--- src/rtl/qenc_pkg.sv ---
package qenc_pkg;

    // Classification of one phase sample against the previous one
    typedef enum logic [1:0] {
        STEP_IDLE    = 2'd0,
        STEP_UP      = 2'd1,
        STEP_DOWN    = 2'd2,
        STEP_ILLEGAL = 2'd3
    } step_e;

    // One command write
    typedef struct packed {
        logic write;
        logic clock_on;
        logic soft_trig;
    } qenc_cmd_t;

    // prev and cur are {A,B}; forward order is 00,10,11,01
    function automatic step_e decode_step(input logic [1:0] prev, input logic [1:0] cur);
        logic [1:0] diff;
        diff = prev ^ cur;
        if (diff == 2'b00)
            return STEP_IDLE;
        else if (diff == 2'b11)
            return STEP_ILLEGAL;
        else if ((cur[1] ^ prev[0]) == 1'b1)
            return STEP_UP;
        else
            return STEP_DOWN;
    endfunction

    function automatic logic is_start(input qenc_cmd_t c);
        return c.write & c.clock_on & c.soft_trig;
    endfunction

    function automatic logic is_move(input step_e s);
        return (s == STEP_UP) || (s == STEP_DOWN);
    endfunction

endpackage

--- src/rtl/qenc_phase_decoder.sv ---
module qenc_phase_decoder
    import qenc_pkg::*;
(
    input  logic  clk,
    input  logic  rst,
    input  logic  phase_a,
    input  logic  phase_b,
    input  logic  index_in,
    input  logic  count_en,
    output step_e step,
    output logic  index_rise,
    output logic  dir_fwd
);

    logic [1:0] ab_q;
    logic       idx_q;

    // Previous samples track the inputs at all times so that enabling
    // the counters never produces a spurious step.
    always_ff @(posedge clk) begin
        if (rst) begin
            ab_q    <= {phase_a, phase_b};
            idx_q   <= index_in;
            dir_fwd <= 1'b1;
        end else begin
            ab_q  <= {phase_a, phase_b};
            idx_q <= index_in;
            if (count_en && is_move(step))
                dir_fwd <= (step == STEP_UP);
        end
    end

    always_comb begin
        step       = decode_step(ab_q, {phase_a, phase_b});
        index_rise = index_in & ~idx_q;
    end

endmodule

--- src/rtl/qenc_timebase.sv ---
module qenc_timebase #(
    parameter int PER_W = 16
) (
    input  logic             clk,
    input  logic             rst,
    input  logic             run,
    input  logic             restart,
    input  logic [PER_W-1:0] period,
    output logic             tb_out,
    output logic [PER_W-1:0] tb_count
);

    logic at_end;

    always_comb at_end = (tb_count >= period);

    always_ff @(posedge clk) begin
        if (rst || restart) begin
            tb_count <= '0;
            tb_out   <= 1'b0;
        end else if (run) begin
            if (at_end) begin
                tb_count <= '0;
                tb_out   <= ~tb_out;
            end else begin
                tb_count <= tb_count + PER_W'(1);
            end
        end
    end

endmodule

--- src/rtl/qenc_counters.sv ---
module qenc_counters
    import qenc_pkg::*;
#(
    parameter int CNT_W = 16
) (
    input  logic             clk,
    input  logic             rst,
    input  logic             count_en,
    input  logic             restart,
    input  step_e            step,
    input  logic             index_rise,
    input  logic             dir_fwd,
    input  logic             capture,
    output logic [CNT_W-1:0] edge_cnt,
    output logic [CNT_W-1:0] rev_cnt,
    output logic [CNT_W-1:0] speed
);

    localparam logic [CNT_W-1:0] ONE   = CNT_W'(1);
    localparam logic [CNT_W-1:0] MINUS = {CNT_W{1'b1}};

    logic [CNT_W-1:0] delta;
    logic             clr_edge;

    always_comb begin
        case (step)
            STEP_UP:   delta = ONE;
            STEP_DOWN: delta = MINUS;
            default:   delta = '0;
        endcase
        clr_edge = capture | index_rise;
    end

    // Edge counter: a clear keeps the step of the same cycle
    always_ff @(posedge clk) begin
        if (rst || restart)
            edge_cnt <= '0;
        else if (count_en)
            edge_cnt <= clr_edge ? delta : edge_cnt + delta;
    end

    // Revolution counter, stepped by the index in the decoded direction
    always_ff @(posedge clk) begin
        if (rst || restart)
            rev_cnt <= '0;
        else if (count_en && index_rise)
            rev_cnt <= rev_cnt + (dir_fwd ? ONE : MINUS);
    end

    // Speed capture register, untouched by a restart
    always_ff @(posedge clk) begin
        if (rst)
            speed <= '0;
        else if (capture)
            speed <= edge_cnt;
    end

endmodule

--- src/rtl/qenc_speed_unit.sv ---
module qenc_speed_unit
    import qenc_pkg::*;
#(
    parameter int CNT_W = 16,
    parameter int PER_W = 16
) (
    input  logic               clk,
    input  logic               rst,
    input  logic               phase_a,
    input  logic               phase_b,
    input  logic               index_in,
    input  logic               cfg_decode_en,
    input  logic               cfg_speed_en,
    input  logic [PER_W-1:0]   cfg_period,
    input  logic               cmd_write,
    input  logic               cmd_clock_on,
    input  logic               cmd_soft_trig,
    output logic [2*CNT_W-1:0] position,
    output logic [CNT_W-1:0]   revolutions,
    output logic [CNT_W-1:0]   speed_value,
    output logic               direction,
    output logic               timebase_out
);

    qenc_cmd_t        cmd;
    logic             restart;
    logic             running;
    logic             count_en;
    step_e            step_kind;
    logic             idx_rise;
    logic             trig;
    logic             trig_q;
    logic             capture;
    logic [CNT_W-1:0] edge_cnt;
    logic [PER_W-1:0] tb_count;

    always_comb begin
        cmd      = '{write: cmd_write, clock_on: cmd_clock_on, soft_trig: cmd_soft_trig};
        restart  = is_start(cmd);
        count_en = running & cfg_decode_en;
    end

    always_ff @(posedge clk) begin
        if (rst)
            running <= 1'b0;
        else if (restart)
            running <= 1'b1;
    end

    qenc_phase_decoder u_dec (
        .clk        (clk),
        .rst        (rst),
        .phase_a    (phase_a),
        .phase_b    (phase_b),
        .index_in   (index_in),
        .count_en   (count_en),
        .step       (step_kind),
        .index_rise (idx_rise),
        .dir_fwd    (direction)
    );

    qenc_timebase #(.PER_W(PER_W)) u_tb (
        .clk      (clk),
        .rst      (rst),
        .run      (running),
        .restart  (restart),
        .period   (cfg_period),
        .tb_out   (timebase_out),
        .tb_count (tb_count)
    );

    // Internal feedback of the time base as capture trigger
    always_comb trig = timebase_out & cfg_decode_en & cfg_speed_en;

    always_ff @(posedge clk) begin
        if (rst)
            trig_q <= 1'b0;
        else
            trig_q <= trig;
    end

    always_comb capture = trig & ~trig_q & running;

    qenc_counters #(.CNT_W(CNT_W)) u_cnt (
        .clk        (clk),
        .rst        (rst),
        .count_en   (count_en),
        .restart    (restart),
        .step       (step_kind),
        .index_rise (idx_rise),
        .dir_fwd    (direction),
        .capture    (capture),
        .edge_cnt   (edge_cnt),
        .rev_cnt    (revolutions),
        .speed      (speed_value)
    );

    always_comb position = {revolutions, edge_cnt};

endmodule

--- config.mk ---
export PLATFORM = sky130hd
export DESIGN_NAME = qenc_speed_unit
export DESIGN_NICKNAME = d
export VERILOG_FILES = /design/src/rtl/qenc_pkg.sv /design/src/rtl/qenc_phase_decoder.sv /design/src/rtl/qenc_timebase.sv /design/src/rtl/qenc_counters.sv /design/src/rtl/qenc_speed_unit.sv
export SDC_FILE = /design/constraint.sdc
export NUM_CORES = 1
export LEC_CHECK = 0
export BUFFER_PORTS_ARGS = -buffer_cell sky130_fd_sc_hd__buf_4
export CORE_ASPECT_RATIO = 0.8
export CORE_MARGIN = 2
export CORE_UTILIZATION = 25
export CTS_BUF_LIST = sky130_fd_sc_hd__clkbuf_8
export CTS_CLUSTER_SIZE = 24
export DETAILED_ROUTE_END_ITERATION = 6
export GPL_ROUTABILITY_DRIVEN = 1
export SLEW_MARGIN = 10
export SYNTH_ARGS = -nofsm -noshare
export SYNTH_HDL_FRONTEND = slang
export SYNTH_HIERARCHICAL = 1
export SYNTH_SLANG_ARGS = --single-unit
export TNS_END_PERCENT = 5
--- constraint.sdc ---
create_clock -name clk -period 6.24 [get_ports clk]
set_input_delay 0.312 -clock clk [delete_from_list [all_inputs] [get_ports clk]]
set_output_delay 0.312 -clock clk [all_outputs]
set_load 0.005 [all_outputs]
After elaboration in Yosys (flattened, before gate mapping)
Index checks and enable logic that the tools add are counted.
{"block": "classes", "n_addsub": 3, "n_lt_le_gt_ge": 1, "eq_ne": 3, "muxes": 7, "bitwise_logic": 14, "reduce_logical": 6}
{"op": "$mux W16", "n": 3}
{"op": "$add A16 B16 Y16", "n": 2}
{"op": "$pmux W16 S2", "n": 1}
{"op": "$add A16 B1 Y16 const B", "n": 1}
{"op": "$ge A16 B16 Y1", "n": 1}
{"op": "$and A1 B1 Y1", "n": 8}
{"op": "$mux W2", "n": 3}
{"op": "$eq A2 B2 Y1 const B", "n": 2}
{"op": "$not A1 Y1", "n": 3}
{"op": "$eq A2 B1 Y1 const B", "n": 1}
{"op": "$logic_and A1 B1 Y1", "n": 2}
{"op": "$logic_not A2 Y1", "n": 1}
{"op": "$logic_or A1 B1 Y1", "n": 2}
{"op": "$reduce_and A2 Y1", "n": 1}
{"op": "$xor A2 B2 Y2", "n": 1}
{"op": "$or A1 B1 Y1", "n": 1}
{"op": "$xor A1 B1 Y1", "n": 1}
{"block": "totals", "register_bits": 71, "wordCells": 44}

Logic depth before layout (Yosys ltp)
{"block": "depth", "word_depth": 8, "depth_mapped": 20, "ltp_nobuf": 16}

Cells and area by module
Netlist, hierarchy kept.
{"module": "qenc_counters", "instances": 1, "cells_per_inst": 471, "area_per_inst_um2": 3582.2, "seq_area_each_um2": 960.9}
{"module": "qenc_timebase", "instances": 1, "cells_per_inst": 143, "area_per_inst_um2": 1181.1, "seq_area_each_um2": 340.3}
{"module": "qenc_speed_unit", "instances": 1, "cells_per_inst": 25, "area_per_inst_um2": 202.7, "seq_area_each_um2": 40.0}
{"module": "qenc_phase_decoder", "instances": 1, "cells_per_inst": 18, "area_per_inst_um2": 190.2, "seq_area_each_um2": 80.1}

Least setup slack after synthesis
No wires, ideal clock.
{"block": "synth_timing", "path_kind": "input to register", "from": "in phase_b", "to": "reg u_cnt.edge_cnt[12]", "arrival_time_ns": 3.983, "required_time_ns": 6.118, "setup_slack_ns": 2.135, "stages": 20, "path_buffers": 5, "path_cell_list": "xnor2_1 inv_1 ha_1 o21ba_2 inv_1 ha_1 buf_6 buf_2 buf_2 buf_2 buf_1 xor2_1 ha_1 a21boi_0 o22ai_2 o31ai_2 a22o_1 mux2i_1 nand2_1 a311o_1"}
{"block": "synth_between", "elab_chain_cells": 8, "elab_cells_between_ends": 10, "classes_between": "add/sub (1); eq/ne (3); mux (4); bitwise (1); reduce/logical (1)"}
{"item": "start, declared", "line_no": "qenc_speed_unit.sv:10", "text": "input logic phase_b,"}
{"item": "$xor A2 B2 Y2 *", "line_no": "qenc_pkg.sv:21", "text": "diff = prev ^ cur;"}
{"item": "$eq A2 B2 Y1", "line_no": "qenc_pkg.sv:24", "text": "else if (diff == 2'b11)"}
{"item": "$mux W2", "line_no": "qenc_pkg.sv:24"}
{"item": "$mux W2 *", "line_no": "qenc_pkg.sv:22", "text": "if (diff == 2'b00)"}
{"item": "net step_kind[0]", "line_no": "qenc_speed_unit.sv:29", "text": "step_e step_kind;"}
{"item": "$eq A2 B2 Y1 / $eq A2 B1 Y1 (equally long branches)", "line_no": "qenc_counters.sv:26", "text": "case (step)"}
{"item": "$pmux W16 S2 *", "line_no": "qenc_counters.sv:26"}
{"item": "$add A16 B16 Y16", "line_no": "qenc_counters.sv:39", "text": "edge_cnt <= clr_edge ? delta : edge_cnt + delta;"}
{"item": "$mux W16 *", "line_no": "qenc_counters.sv:39"}
{"item": "end signal, assigned", "line_no": "qenc_counters.sv:39"}
{"item": "end, declared", "line_no": "qenc_counters.sv:14", "text": "output logic [CNT_W-1:0] edge_cnt,"}
Mark *: on every way through the listed nets, which the timed path passes. The rest lies on a longest branch.
A chain may end at the register's enable or synchronous reset.

Worst setup path in the final report
{"block": "layout_timing", "from": "reg u_dec.ab_q[0]", "to": "reg u_cnt.edge_cnt[12]"}
{"block": "layout_between", "elab_chain_cells": 8, "elab_cells_between_ends": 12, "classes_between": "add/sub (1); eq/ne (3); mux (5); bitwise (2); reduce/logical (1)"}
{"item": "start, declared", "line_no": "qenc_phase_decoder.sv:15", "text": "logic [1:0] ab_q;"}
{"item": "start signal, assigned", "line_no": "qenc_phase_decoder.sv:22", "text": "ab_q <= {phase_a, phase_b};"}
{"item": "start signal, assigned", "line_no": "qenc_phase_decoder.sv:26", "text": "ab_q <= {phase_a, phase_b};"}
{"item": "$xor A2 B2 Y2 / $xor A1 B1 Y1 (equally long branches)", "line_no": "qenc_pkg.sv:21, qenc_pkg.sv:26"}
{"item": "$eq A2 B2 Y1 / $mux W2 (equally long branches)", "line_no": "qenc_pkg.sv:24, qenc_pkg.sv:26"}
{"item": "$mux W2", "line_no": "qenc_pkg.sv:24"}
{"item": "$mux W2 *", "line_no": "qenc_pkg.sv:22"}
{"item": "net step_kind[0]", "line_no": "qenc_speed_unit.sv:29"}
{"item": "$eq A2 B2 Y1 / $eq A2 B1 Y1 (equally long branches)", "line_no": "qenc_counters.sv:26"}
{"item": "$pmux W16 S2 *", "line_no": "qenc_counters.sv:26"}
{"item": "$add A16 B16 Y16", "line_no": "qenc_counters.sv:39"}
{"item": "$mux W16 *", "line_no": "qenc_counters.sv:39"}
Marks and branches as above.

==> summary by stage <==
Setup path
The slowest stage cell on the critical path is ha_2. The launching element of the worst setup path is u_dec/ab_q[0]$_DFF_P_. The required arrival time at the worst endpoint is 6510 ps. STA puts the critical path data arrival time at 4270 ps. The critical path class is reg -> reg. The largest fanout on the critical path is 36. The cell family contributing the most delay on the critical path is compound AO/OA/AOI/OAI gates. Across all register-to-register paths, the minimum setup slack is 2240 ps. The kind of start point of the critical path is a register.

The signal on the critical path passes through xnor2_1, inv_1, ha_1, o21ba_2, inv_1, ha_2, xor2_1, ha_1, a21boi_0, o22ai_2, o31ai_2, a22o_1, mux2i_1, nand2_1, a311o_1. STA classifies the critical path endpoint as a register. Counting both buffers and inverters, the worst setup path holds a total of 2. In this run the critical register-to-register path is captured at u_cnt/edge_cnt[12]$_SDFFE_PP0P_. The worst stage delay on the critical path is 590 ps. The launch instance of the worst register-to-register path is u_dec/ab_q[0]$_DFF_P_. The worst reg-to-reg path cell count is 15.

Global route
The first global-routing pass estimated 23000 um of wire. Entering global routing, the biggest net connects 38 pins. The global-route layer with the greatest usage is met1. For met1 alone, demand over resource in global routing was 20.4%. The met2 layer usage reported by global route is 18.1%. The number of global-route vias before repair was 4220. The met3 global-route usage is 3.20%.

The global-route congestion overflow total is 0. The initial antenna violation count came to 0. The total global-route track usage is 13.3%.

Yosys
When the netlist entered floorplanning its net count stood at 721. The count of mapped cells out of synthesis is 657. The Yosys step of the flow raised 6 warnings.

In the synthesized netlist the async set-or-reset flop fraction comes to 0%. In this run the cell area of the synthesized design comes to 5160 sq um. The number of different library cells used by synthesis comes to 72. The cell accounting for the most synthesized area is dfxtp_1.

The sequential area share after synthesis is 27.6%. The synthesized area per cell is 7.85 sq um. The commonest cells after synthesis are 77 x nor2_1, 71 x dfxtp_1, 59 x nand2_1. After synthesis, the largest area contributor takes up 27.6% of total cell area.

Among all cell types in the netlist, the one instantiated most often is nor2_1. In this run, synthesis inferred 0 flip-flops with an integrated enable. Sorting the synthesized cells by area gives the leading types as dfxtp_1 28%, ha_1 9.0%, nor2_1 5.6%. The predominant post-synthesis flop cell is dfxtp_1. Synthesis inferred 71 register bits.

Clock tree
The worst-case clock buffer depth is 2. The number of gates resized after CTS was 0. The total clock buffers created by CTS is 9.

CTS placed an instance of clkbuf_8 at the clock tree root. After clock tree synthesis, the clock-pin slew on the worst setup and hold paths is 90 ps. The number of hold buffers added after CTS was 0.

For the worst-skew pair, the clock arrives at the later sink with an insertion delay of 390 ps. In this run the number of H-tree levels came out at 3. TritonCTS built the clock tree. Counting every sink on the clock net gives 71. The number of buffers added for setup after CTS is 0.

Final layout
The number of standard cells in the layout, taps in and fillers out is 976. The area taken by flip-flops and latches is 1420 sq um. In the final layout, the multi-input gates occupy 3320 sq um. The count of antenna diodes in the layout is 0. From synthesis to final layout, the design area changed by 18.2%. The net count of the finished layout is 771.

The fraction of layout cells with a size suffix above 1 is 17.7%. The final non-filler cell area is 6100 sq um. Fill cells in the final layout number 2179.

STA
The worst slew margin relative to its limit is 29.9%. The count of endpoints failing hold in the final timing report is 0. Setup violations remaining at the end of the flow were counted as 0. Dividing the final minimum period by the clock period gives 64.1%. Timing would allow up to 0.250 GHz. The worst setup margin is 2240 ps. The max-slew violation count is 0. The worst clock skew is 20.5 ps.

The slew at the pin closest to its max-slew limit is 1050 ps. Setup repair after global routing left no endpoint under its margin. The worst path in the final design needs a cycle of 4000 ps, including I/O delays and setup.

The aggregate negative setup slack is 0 ps.

Power and ir drop
The power density over the cells is 169 nW/um^2. Across the VDD grid, the largest voltage drop is 0.0773 mV. The analysis attributes to cell leakage a power of 2.58 nW.

Placement
Once detailed placement completed, the half-perimeter wirelength came to 9940 um. After detailed placement, the design holds a cell count of 960. Once placement finished, the instance area stood at 5910 sq um. The setup slack at placement is 2180 ps. Port buffering added 91 buffers.

The global placement routability congestion is 0.800.

Floorplanning
The placeable core area is 20000 sq um. The vertical die dimension is 132 um. Measured along the x axis, the die boundary spans 165 um. After floorplanning, the core was divided into 46 placement rows. The effective utilization at floorplan is 25.7%. The die covers 21800 sq um.

The boundary pin count is 92.

Worst hold path
The worst min-delay path endpoint is u_dec/ab_q[0]$_DFF_P_. Along the worst hold path, the cell count comes to 1. The worst hold path begins at phase_b. The tightest min-delay check is of the in -> reg type.

Drt
After detailed routing, the number of remaining DRC violations is 0. The first detailed-routing pass ran for 4 iterations. The number of vias in the routed layout is 4858. The mean routed wirelength per cell is 14.6 um. For this block, the initial DRC count from the detailed router was 336. After detailed routing, the total wire length is 14300 um. The remaining antenna violation count after routing is 0. In the routed layout, each cell is associated on average with a via count of 4.98.

Outcome
The run finished with clean final reports.

Job
Across the run, the number of max-cap violations was 0.
## flip-flops by register name, summed over array words and instances (netlist names)
| name | cells |
|---|---|
| u_cnt/edge_cnt | 16 |
| u_cnt/rev_cnt | 16 |
| u_cnt/speed | 16 |
| u_tb/tb_count | 16 |
| u_dec/ab_q | 2 |
| running | 1 |
| trig_q | 1 |
| u_dec/dir_fwd | 1 |
| u_dec/idx_q | 1 |
| u_tb/tb_out | 1 |
## worst max path at each step
stage,to,cells after the start,slack [ps]
final,u_cnt/edge_cnt[12]$_SDFFE_PP0P_,15,2240
after global routing,u_cnt/edge_cnt[12]$_SDFFE_PP0P_,15,1890
after CTS,u_cnt/edge_cnt[12]$_SDFFE_PP0P_,15,2270
after detailed placement,u_cnt/edge_cnt[12]$_SDFFE_PP0P_,16,2180
after global placement,u_cnt/edge_cnt[12]$_SDFFE_PP0P_,16,2330
after floorplan,u_cnt/edge_cnt[12]$_SDFFE_PP0P_,20,2130
## layout by cell type (no fill, tap or decap), types with 6 or more instances in the layout
cell / n
buf_4: 95
nor2_1: 76
dfxtp_1: 71
nand2_1: 59
a21oi_1: 39
ha_1: 36
inv_1: 34
o21ai_0: 29
mux2i_1: 26
nand3_1: 19
nand4_1: 17
xnor2_1: 15
nor3_1: 13
xor2_1: 13
a21o_1: 11
and3_1: 9
clkbuf_8: 9
a31oi_1: 8
a22oi_1: 8
nor4_1: 7
or3_1: 6
## final cells by class
class | instances | share of cell area (%)
inverter | 34 | 2.09
sequential | 71 | 23.3
tap | 264 | 5.42
clock inverter | 7 | 1.01
multi-input combinational | 496 | 54.4
timing repair buffer | 95 | 11.7
clock buffer | 9 | 2.03
## power breakdown
group          switching (mW)  internal [mW]
sequential             0.0129          0.459
combinational           0.112         0.0717
clock                   0.226          0.153
## per-layer routing
layer	part of all wire [%]	vias up
met5	0	-
met1	54	2269
li1	-	2452
met2	40	124
met4	1.4	0
met3	4.9	13
## cell families (layout without fill, tap and decap cells)
logic type	Yosys count	count (layout)	synth area share, %
compound gates	157	157	21.2
xor+xnor	28	28	4.76
fa+ha+maj	38	38	9.37
buf+inv	90	145	8.18
flops	71	71	27.6
mux	28	28	5.48
simple gates	245	245	23.5
## through the flow
step | total power, mW | hold slack (ps) | util (%)
after floorplan | 0.613 | 340 | -
after global placement | 0.663 | 432 | 29.5
after detailed placement | 0.663 | 435 | 29.5
after CTS | 1.05 | 15.8 | 30.4
after global routing | 1.10 | 18.0 | 30.4
final | 1.03 | 48.0 | 30.4
## worst reg2reg max path, stage by stage, from the launching register on
cell      delay (ps)
dfxtp_1          340
xnor2_1          190
inv_1             70
ha_1             230
o21ba_2          220
inv_1             70
ha_2             590
xor2_1           210
ha_1             210
a21boi_0         240
o22ai_2          170
o31ai_2          450
a22o_1           280
mux2i_1          200
nand2_1           80
a311o_1          350
Note: power is estimated with default switching activity, not from simulation.
